File: src/rtl/nvm_unlock_pkg.sv
package nvm_unlock_pkg;

   localparam int DATA_W = 8;

   // register addresses
   localparam int RA_CTRL = 0;
   localparam int RA_KEY  = 1;
   localparam int RA_PTR0 = 2;

   // control register bit positions (software decodes these)
   localparam int CB_RD    = 0;
   localparam int CB_WR    = 1;
   localparam int CB_WREN  = 2;
   localparam int CB_ERR   = 3;
   localparam int CB_ERASE = 4;
   localparam int CB_CFG   = 6;
   localparam int CB_ARRAY = 7;

   typedef enum logic [1:0] {
      KS_IDLE  = 2'd0,
      KS_GOT1  = 2'd1,
      KS_ARMED = 2'd2
   } key_st_e;

   typedef struct packed {
      logic arr;
      logic cfg;
      logic ers;
      logic err;
      logic wren;
      logic wr;
      logic rd;
   } ctrl_fld_t;

endpackage

File: src/rtl/nvm_key_seq.sv
module nvm_key_seq
   import nvm_unlock_pkg::*;
#(
   parameter logic [DATA_W-1:0] KEY1 = 8'h55,
   parameter logic [DATA_W-1:0] KEY2 = 8'hAA
) (
   input  logic              clk,
   input  logic              por_n,
   input  logic              sys_rst_n,
   input  logic              acc,
   input  logic              key_wr,
   input  logic [DATA_W-1:0] wdata,
   input  logic              wren,
   output logic              armed
);

   key_st_e st_q, st_d;

   always_comb begin
      st_d = st_q;
      if (acc) begin
         if (key_wr && wren) begin
            unique case (st_q)
               KS_IDLE: st_d = (wdata == KEY1) ? KS_GOT1  : KS_IDLE;
               KS_GOT1: st_d = (wdata == KEY2) ? KS_ARMED : KS_IDLE;
               default: st_d = KS_IDLE;
            endcase
         end else begin
            st_d = KS_IDLE;
         end
      end
   end

   always_ff @(posedge clk or negedge por_n) begin
      if (!por_n)          st_q <= KS_IDLE;
      else if (!sys_rst_n) st_q <= KS_IDLE;
      else                 st_q <= st_d;
   end

   assign armed = (st_q == KS_ARMED);

   // the armed state is only entered from the first-key state
   a_r4_arm_after_first: assert property (@(posedge clk) disable iff (!por_n)
      (st_q == KS_ARMED && $past(st_q) != KS_ARMED) |-> $past(st_q == KS_GOT1));

endmodule

File: src/rtl/nvm_ctrl_core.sv
module nvm_ctrl_core
   import nvm_unlock_pkg::*;
#(
   parameter bit STALL_ALL = 1'b0
) (
   input  logic      clk,
   input  logic      por_n,
   input  logic      sys_rst_n,
   input  logic      ctrl_wr,
   input  ctrl_fld_t wfld,
   input  logic      armed,
   input  logic      nvm_done,
   output ctrl_fld_t rfld,
   output logic      nvm_start,
   output logic      nvm_read,
   output logic      cpu_stall
);

   logic arr_q, cfg_q, ers_q, err_q, wren_q, wr_q, start_q, rd_q;
   logic start_ok, rd_ok;

   assign start_ok = ctrl_wr && armed && wfld.wr && wfld.wren && wren_q && !wr_q;
   assign rd_ok    = ctrl_wr && wfld.rd && !wr_q;

   // error flag: only power-on reset clears it by reset
   always_ff @(posedge clk or negedge por_n) begin
      if (!por_n) begin
         err_q <= 1'b0;
      end else if (!sys_rst_n) begin
         if (wr_q && !nvm_done) err_q <= 1'b1;
      end else if (ctrl_wr && !wfld.err) begin
         err_q <= 1'b0;
      end
   end

   always_ff @(posedge clk or negedge por_n) begin
      if (!por_n) begin
         arr_q <= 1'b0; cfg_q <= 1'b0; ers_q <= 1'b0; wren_q <= 1'b0;
         wr_q <= 1'b0; start_q <= 1'b0; rd_q <= 1'b0;
      end else if (!sys_rst_n) begin
         arr_q <= 1'b0; cfg_q <= 1'b0; ers_q <= 1'b0; wren_q <= 1'b0;
         wr_q <= 1'b0; start_q <= 1'b0; rd_q <= 1'b0;
      end else begin
         start_q <= start_ok;
         rd_q    <= rd_ok;
         if (ctrl_wr) wren_q <= wfld.wren;
         if (ctrl_wr && !wr_q) begin
            arr_q <= wfld.arr;
            cfg_q <= wfld.cfg;
            ers_q <= wfld.ers;
         end
         if (start_ok)             wr_q <= 1'b1;
         else if (wr_q && nvm_done) wr_q <= 1'b0;
      end
   end

   generate
      if (STALL_ALL) begin : g_stall_all
         assign cpu_stall = wr_q;
      end else begin : g_stall_prog
         assign cpu_stall = wr_q && arr_q;
      end
   endgenerate

   assign nvm_start = start_q;
   assign nvm_read  = rd_q;
   assign rfld = '{arr: arr_q, cfg: cfg_q, ers: ers_q, err: err_q,
                   wren: wren_q, wr: wr_q, rd: rd_q};

   // the write start bit only drops on completion or reset
   a_r6_wr_clear_cause: assert property (@(posedge clk) disable iff (!por_n)
      $fell(wr_q) |-> $past(nvm_done || !sys_rst_n));
   // error only rises when a reset hits a running cycle
   a_r8_err_set_cause: assert property (@(posedge clk) disable iff (!por_n)
      $rose(err_q) |-> $past(!sys_rst_n && wr_q && !nvm_done));
   // read strobe is a single cycle
   a_r11_read_one_cycle: assert property (@(posedge clk) disable iff (!por_n)
      rd_q |=> !rd_q);
   // start strobe is a single cycle
   a_r3_start_one_cycle: assert property (@(posedge clk) disable iff (!por_n)
      start_q |=> !start_q);

endmodule

File: src/rtl/nvm_tbl_ptr.sv
module nvm_tbl_ptr
   import nvm_unlock_pkg::*;
#(
   parameter int PTR_W  = 22,
   parameter int ADDR_W = 3
) (
   input  logic              clk,
   input  logic              por_n,
   input  logic              sys_rst_n,
   input  logic              wr_en,
   input  logic [ADDR_W-1:0] addr,
   input  logic [DATA_W-1:0] wdata,
   output logic [PTR_W-1:0]  ptr
);

   localparam int NB = (PTR_W + DATA_W - 1) / DATA_W;

   for (genvar gi = 0; gi < NB; gi++) begin : g_byte
      localparam int LO = gi * DATA_W;
      localparam int BW = (PTR_W - LO < DATA_W) ? (PTR_W - LO) : DATA_W;
      logic [BW-1:0] q;
      always_ff @(posedge clk or negedge por_n) begin
         if (!por_n)                                          q <= '0;
         else if (!sys_rst_n)                                 q <= '0;
         else if (wr_en && addr == ADDR_W'(RA_PTR0 + gi))     q <= wdata[BW-1:0];
      end
      assign ptr[LO +: BW] = q;
   end

endmodule

File: src/rtl/nvm_unlock_ctrl.sv
module nvm_unlock_ctrl
   import nvm_unlock_pkg::*;
#(
   parameter int                PTR_W     = 22,
   parameter int                ADDR_W    = 3,
   parameter logic [DATA_W-1:0] KEY1      = 8'h55,
   parameter logic [DATA_W-1:0] KEY2      = 8'hAA,
   parameter bit                STALL_ALL = 1'b0
) (
   input  logic              clk,
   input  logic              por_n,
   input  logic              sys_rst_n,
   input  logic              bus_sel,
   input  logic              bus_we,
   input  logic [ADDR_W-1:0] bus_addr,
   input  logic [DATA_W-1:0] bus_wdata,
   output logic [DATA_W-1:0] bus_rdata,
   input  logic              nvm_done,
   output logic              nvm_start,
   output logic              nvm_read,
   output logic              nvm_prog_sel,
   output logic              nvm_cfg_sel,
   output logic              nvm_erase,
   output logic [PTR_W-1:0]  nvm_addr,
   output logic              nvm_cfg_access,
   output logic              cpu_stall
);

   localparam int NB = (PTR_W + DATA_W - 1) / DATA_W;

   generate
      if (PTR_W < 2 * DATA_W + 1 || PTR_W > 3 * DATA_W) begin : g_bad_ptr
         $error("PTR_W must span exactly three bytes");
      end
      if ((2 ** ADDR_W) < RA_PTR0 + NB) begin : g_bad_addr
         $error("ADDR_W too narrow for the register map");
      end
      if (KEY1 == KEY2) begin : g_bad_key
         $error("the two unlock keys must differ");
      end
   endgenerate

   logic      ctrl_wr, key_wr, bus_wr, armed;
   ctrl_fld_t wfld, rfld;
   logic [PTR_W-1:0]     ptr;
   logic [NB*DATA_W-1:0] ptr_ext;

   assign bus_wr  = bus_sel && bus_we;
   assign ctrl_wr = bus_wr && bus_addr == ADDR_W'(RA_CTRL);
   assign key_wr  = bus_wr && bus_addr == ADDR_W'(RA_KEY);

   assign wfld = '{arr: bus_wdata[CB_ARRAY], cfg: bus_wdata[CB_CFG],
                   ers: bus_wdata[CB_ERASE], err: bus_wdata[CB_ERR],
                   wren: bus_wdata[CB_WREN], wr: bus_wdata[CB_WR],
                   rd: bus_wdata[CB_RD]};

   nvm_key_seq #(.KEY1(KEY1), .KEY2(KEY2)) u_key (
      .clk(clk), .por_n(por_n), .sys_rst_n(sys_rst_n), .acc(bus_sel),
      .key_wr(key_wr), .wdata(bus_wdata), .wren(rfld.wren), .armed(armed));

   nvm_ctrl_core #(.STALL_ALL(STALL_ALL)) u_core (
      .clk(clk), .por_n(por_n), .sys_rst_n(sys_rst_n), .ctrl_wr(ctrl_wr),
      .wfld(wfld), .armed(armed), .nvm_done(nvm_done), .rfld(rfld),
      .nvm_start(nvm_start), .nvm_read(nvm_read), .cpu_stall(cpu_stall));

   nvm_tbl_ptr #(.PTR_W(PTR_W), .ADDR_W(ADDR_W)) u_ptr (
      .clk(clk), .por_n(por_n), .sys_rst_n(sys_rst_n), .wr_en(bus_wr),
      .addr(bus_addr), .wdata(bus_wdata), .ptr(ptr));

   assign ptr_ext = (NB*DATA_W)'(ptr);

   always_comb begin
      int off;
      off = int'(bus_addr) - RA_PTR0;
      bus_rdata = '0;
      if (bus_addr == ADDR_W'(RA_CTRL)) begin
         bus_rdata[CB_ARRAY] = rfld.arr;
         bus_rdata[CB_CFG]   = rfld.cfg;
         bus_rdata[CB_ERASE] = rfld.ers;
         bus_rdata[CB_ERR]   = rfld.err;
         bus_rdata[CB_WREN]  = rfld.wren;
         bus_rdata[CB_WR]    = rfld.wr;
         bus_rdata[CB_RD]    = rfld.rd;
      end else if (off >= 0 && off < NB) begin
         bus_rdata = DATA_W'(ptr_ext >> (DATA_W * off));
      end
   end

   assign nvm_prog_sel   = rfld.arr;
   assign nvm_cfg_sel    = rfld.cfg;
   assign nvm_erase      = rfld.ers;
   assign nvm_addr       = ptr;
   assign nvm_cfg_access = ptr[PTR_W-1];

   // a start strobe follows an armed unlock detector
   a_r3_start_after_arm: assert property (@(posedge clk) disable iff (!por_n)
      nvm_start |-> $past(armed));
   // the key port always reads zero
   a_r2_key_reads_zero: assert property (@(posedge clk) disable iff (!por_n)
      (bus_sel && !bus_we && bus_addr == ADDR_W'(RA_KEY)) |-> bus_rdata == '0);

endmodule

File: config.mk
export PLATFORM = sky130hd
export DESIGN_NAME = nvm_unlock_ctrl
export DESIGN_NICKNAME = d
export VERILOG_FILES = /design/src/rtl/nvm_unlock_pkg.sv /design/src/rtl/nvm_key_seq.sv /design/src/rtl/nvm_ctrl_core.sv /design/src/rtl/nvm_tbl_ptr.sv /design/src/rtl/nvm_unlock_ctrl.sv
export SDC_FILE = /design/constraint.sdc
export NUM_CORES = 1
export LEC_CHECK = 0
export BUFFER_PORTS_ARGS = -buffer_cell sky130_fd_sc_hd__buf_2
export CORE_UTILIZATION = 40
export CTS_CLUSTER_DIAMETER = 80
export CTS_CLUSTER_SIZE = 24
export DETAILED_ROUTE_END_ITERATION = 16
export SYNTH_ARGS = -nofsm -noshare
export SYNTH_HDL_FRONTEND = slang
export SYNTH_SLANG_ARGS = --single-unit
File: constraint.sdc
create_clock -name clk -period 1.9 [get_ports clk]
set_input_delay 0.095 -clock clk [delete_from_list [all_inputs] [get_ports clk]]
set_output_delay 0.095 -clock clk [all_outputs]
set_load 0.02 [all_outputs]
-- Word level (Yosys, flattened, before mapping)
Index checks and enable logic that the tools add are counted.
- register bits after elaboration: 32
- word-level logic and storage cells: 91
- add/subtract/negate cells: 1
- order comparisons: 2
- equality and inequality tests: 16
- shift-type cells: 1
- mux-type cells: 32
- reduce and logical (&&, ||, !) cells: 27
- operators by type and width (kind ; number):
    two-way mux 8 bit ; 5
    right shift 22 x 32 -> 8 bit ; 1
    logical AND 1 bit ; 20
    two-way mux 1 bit ; 18
    != test 2 x 1 -> 1 bit, second input constant ; 7
    two-way mux 6 bit ; 2
    two-way mux 2 bit ; 5
    == test 8 x 7 -> 1 bit, second input constant ; 1
    == test 8 bit, second input constant ; 1
    == test 3 x 2 -> 1 bit, second input constant ; 2
    two-way mux 5 bit ; 1
    greater-or-equal comparator 4 x 1 -> 1 bit, second input constant ; 1
    less-than comparator 4 x 3 -> 1 bit, second input constant ; 1
    case mux 2 bit (2 select lines) ; 1
    subtractor 3 x 2 -> 4 bit, second input constant ; 1
    == test 3 x 1 -> 1 bit, second input constant ; 1
    == test 3 bit, second input constant ; 1
    zero test 1 bit ; 3
    zero test 3 bit ; 1
    != test 3 x 1 -> 1 bit, second input constant ; 1
    == test 2 x 1 -> 1 bit, second input constant ; 1
    == test 2 bit, second input constant ; 1
    zero test 2 bit ; 1
    AND reduction 2 bit ; 1
    nonzero test 2 bit ; 1

-- Logic depth before layout (Yosys ltp)
- depth in word-level cells: 9
- mapped depth: 6

-- Modules after synthesis
From an unflattened synthesis, not the netlist that was laid out.
- cell total of the unflattened synthesis: 184
- area, all modules: 1878.1 µm²
- by module, submodules not included (module ; instances ; cells an instance ; area each (µm²) ; seq. area each (µm²)):
    nvm_tbl_ptr ; 1 ; 83 ; 959.7 ; 550.5
    nvm_ctrl_core ; 1 ; 37 ; 397.9 ; 200.2
    nvm_unlock_ctrl ; 1 ; 49 ; 367.9 ; 0.0
    nvm_key_seq ; 1 ; 15 ; 152.6 ; 50.0

-- Worst setup path after synthesis
No wires, ideal clock.
- path kind: input port to output port
- from: input bus_addr[2]
- to: output bus_rdata[0]
- arrival: 1.729 ns
- slack: 0.076 ns
- stages: 6
- buffers on the path: 1
- cell sequence: clkbuf_1 inv_1 ha_1 nor3b_1 o21ai_0 o21ai_0
- word-level cells in the longest chain between the ends: 5
- elaborated cells on any way between the ends: 8
- those cells by class: add/sub: 1; order compare: 2; shift: 1; mux: 2; reduce/logical: 2
- ends and longest elaborated chain (item ; RTL line ; source):
    start, declared ; nvm_unlock_ctrl.sv:15 ; input logic [ADDR_W-1:0] bus_addr,
    branches (longest 4 deep; another with subtractor 3 x 2 -> 4 bit) ; n/a ;
    two-way mux 5 bit * ; nvm_unlock_ctrl.sv:76 ; if (bus_addr == ADDR_W'(RA_CTRL)) begin
    end, declared ; nvm_unlock_ctrl.sv:17 ; output logic [DATA_W-1:0] bus_rdata,
Every way passes the cells marked *.

-- Worst setup path in the final report
Ends and elaborated chain as after synthesis.

==> results.yml <==
layout:
  areaGrowthSynthToFinish_pct: 25.7
  finish.utilization_pct: 53.8
  drive_gt1_share_pct: 31.6
  finalNetCount: 262
  final_cells: 294
  fin_area_um2: 2200
  num_antenna_cells: 0
drt:
  wl_mm: 4.69
  drc: 0
  dr.first_iter.drc_count: 159
  post_drt_wl_per_cell_um: 16.0
  viasPerCell: 5.48
  dr_total_vias: 1611
  ant_nets: 0
  dr.pass1.iters: 4
placed_design:
  place_ws_ps: 127
  placed_area_um2: 2080
  dp_cells: 285
  portBuffers: 53
  gp_congestion: 0.824
  detailed_place_hpwl_mm: 3.51
yosys:
  synth_flop_cell: "dfrtp_1"
  synthesis.nets: 205
  synth-edff-count: 0
  async_flop_share_pct: 100
  yosysWarnings: 0
  ys_types: 34
  synth-seq-cells: 32
  syn_inst: 186
  avgSynthCellArea_um2: 9.41
  ys_seq_area_share_pct: 45.7
  synth_area_um2: 1750
timing:
  worst_pin_slew_ps: 728
  hold_viol: 0
  setup_tns_ps: 0
  finalClockSkew_ps: 7.82
  relSlewSlack_pct: 51.5
  fin_hold_ws_ps: 83.6
  rsz0062_at_grt: "false"
  post-route-min-period_ps: 1620
  slew_viol_final: 0
  max_freq_ghz: 0.616
  fin_crit_sh_pct: 85.4
  setup_slack_ps: 277
  finalSetupViolations: 0
cts:
  htreeDepth: 2
  path_clk_slew_ps: 70
  numCtsBuffers: 5
  cts_setup_buffers: 0
  clockBufferDepth: 2
  clk_latency_ps: 290
  root_buffer: "clkbuf_8"
  cts_tree: "done"
  clock_sinks: 32
critical_path:
  criticalPathCategory: "primary input to primary output"
  r2r_start: "u_key.st_q[0]"
  reg2reg_depth: 3
  endpoint_kind: "primary output"
  r2r_slack_ps: 730
  arrival_ps: 1530
  crit_fanout: 8
  crit_path_start_kind: "primary input"
  rr_endpoint: "u_core.wr_q"
  crit_required_ps: 1800
floorplan:
  initial_core_util_pct: 42.8
  dieArea_um2: 4640
  die_w_um: 68.2
  num_rows: 23
  ios: 54
  coreArea_um2: 4090
  die_h_um: 68.2
hold_path:
  min-delay-start: "sys_rst_n"
  hold-path-endpoint: "u_core.err_q"
  hold_class: "primary input to flip-flop"
  min_path_cells: 2
global_routing:
  first_global_vias: 1472
  grt_pass1_wl_mm: 7.66
  grt_usage_pct: 22.9
  antenna_found_initial: 0
  overflow: 0
  grt_max_degree: 33
power_and_ir_drop:
  p_comb_share_pct: 10.7
  vdd_ir_drop_max_mv: 0.487
  power.share.switching_pct: 25.1
  seqPwrFrac_pct: 46.0
  power_density_nw_per_um2: 685
  p_sw_mw: 0.379
  power_leakage_nw: 1.10
  clock_power_share_pct: 43.3
  p_total_mw: 1.51
  intPower_mw: 1.13
run_status:
  status: "finished clean"
flow_run:
  drv_cap: 0
-- how the worst max path moves through the flow --
stage	start	to	slack, ps	cells past startpoint
after floorplan	bus_addr[2]	bus_rdata[0]	80	6
after global placement	bus_addr[2]	bus_rdata[0]	220	7
after detailed placement	bus_addr[2]	bus_rdata[0]	130	7
after CTS	bus_addr[2]	bus_rdata[0]	130	7
after global routing	bus_addr[2]	bus_rdata[0]	60	7
final	bus_addr[2]	bus_rdata[0]	280	7
-- sequential cells by signal (all words and copies together), names as in the netlist --
| name | cells |
|---|---|
| u_core.arr_q | 1 |
| u_core.cfg_q | 1 |
| u_core.err_q | 1 |
| u_core.ers_q | 1 |
| u_core.nvm_read | 1 |
| u_core.nvm_start | 1 |
| u_core.wr_q | 1 |
| u_core.wren_q | 1 |
| u_key.st_q | 2 |
| u_ptr.g_byte.q | 22 |
-- power by group through the flow --
stage	clock [mW]	combinational [mW]	sequential [mW]
after floorplan	0	0.0756	0.714
after global placement	0	0.159	0.706
after detailed placement	0	0.160	0.706
after CTS	0.658	0.162	0.693
after global routing	0.699	0.179	0.694
final	0.653	0.161	0.693
-- synth_stat cells (2+ instances only) --
library cell	n	share of area, %
nand2_1	36	7.7
dfrtp_1	32	46
o21ai_0	19	5.4
mux2i_1	18	10
a21oi_1	12	3.4
nand3_1	12	3.4
a22oi_1	6	2.6
mux2_2	6	3.9
nor2_1	5	1.1
clkbuf_1	4	0.86
buf_2	3	0.86
nor2b_1	3	1.1
nor4bb_1	3	1.7
and2_1	2	0.71
buf_1	2	0.43
ha_1	2	1.4
inv_1	2	0.43
nand4_1	2	0.71
o31ai_1	2	0.86
-- cell type report --
| type | count | area (um^2) |
|---|---|---|
| inverter | 4 | 15.0 |
| clock inverter | 3 | 42.5 |
| sequential | 32 | 801 |
| timing repair buffer | 60 | 320 |
| multi-input combinational | 140 | 890 |
| tap | 50 | 62.6 |
| fill | 381 | 1890 |
| clock buffer | 5 | 68.8 |
-- per-layer routing --
layer	up-vias	GRT usage [%]	wire, um
met3	6	5.00	310
met5	-	0	0
met2	65	32.8	2060
met1	749	33.3	2260
li1	791	-	-
met4	0	8.07	59
-- worst max-delay path, stage by stage --
cell and delay (ps):
buf_2 90, inv_1 100, ha_1 290, nor3b_1 250, o21ai_1 230, o21ai_0 260
buf_2 210
-- placed cells by master (no fill, tap or decap), types with 2 or more instances in the layout --
| cell | Yosys | final |
|---|---|---|
| a21oi_1 | 12 | 12 |
| clkbuf_8 | 0 | 5 |
| a22oi_1 | 6 | 6 |
| nor2_1 | 5 | 5 |
| mux2i_1 | 18 | 18 |
| inv_1 | 2 | 2 |
| nand4_1 | 2 | 2 |
| ha_1 | 2 | 2 |
| dfrtp_1 | 32 | 32 |
| buf_4 | 1 | 6 |
| nor2b_1 | 3 | 3 |
| mux2_2 | 6 | 6 |
| buf_2 | 3 | 53 |
| o21ai_0 | 19 | 18 |
| o31ai_1 | 2 | 2 |
| nor4bb_1 | 3 | 3 |
| nand2_1 | 36 | 36 |
| nand3_1 | 12 | 12 |
| and2_1 | 2 | 2 |
-- logic make-up after synthesis --
group / after synthesis / share of synthesized area [%]
AO/OA/AOI/OAI: 40 / 12.8
adder cells (fa/ha/maj): 2 / 1.43
buffers and inverters: 14 / 3.43
flip-flops: 32 / 45.7
multiplexers: 24 / 14.2
AND/OR/NAND/NOR: 74 / 22.4
-- timing repair --
item,4_1_cts,5_1_grt
hold buffers,1,0
endpoints found under the setup margin,0,2
gates resized for setup,0,1
endpoints found under the hold margin,32,0
(Power assumes the default switching activity.)
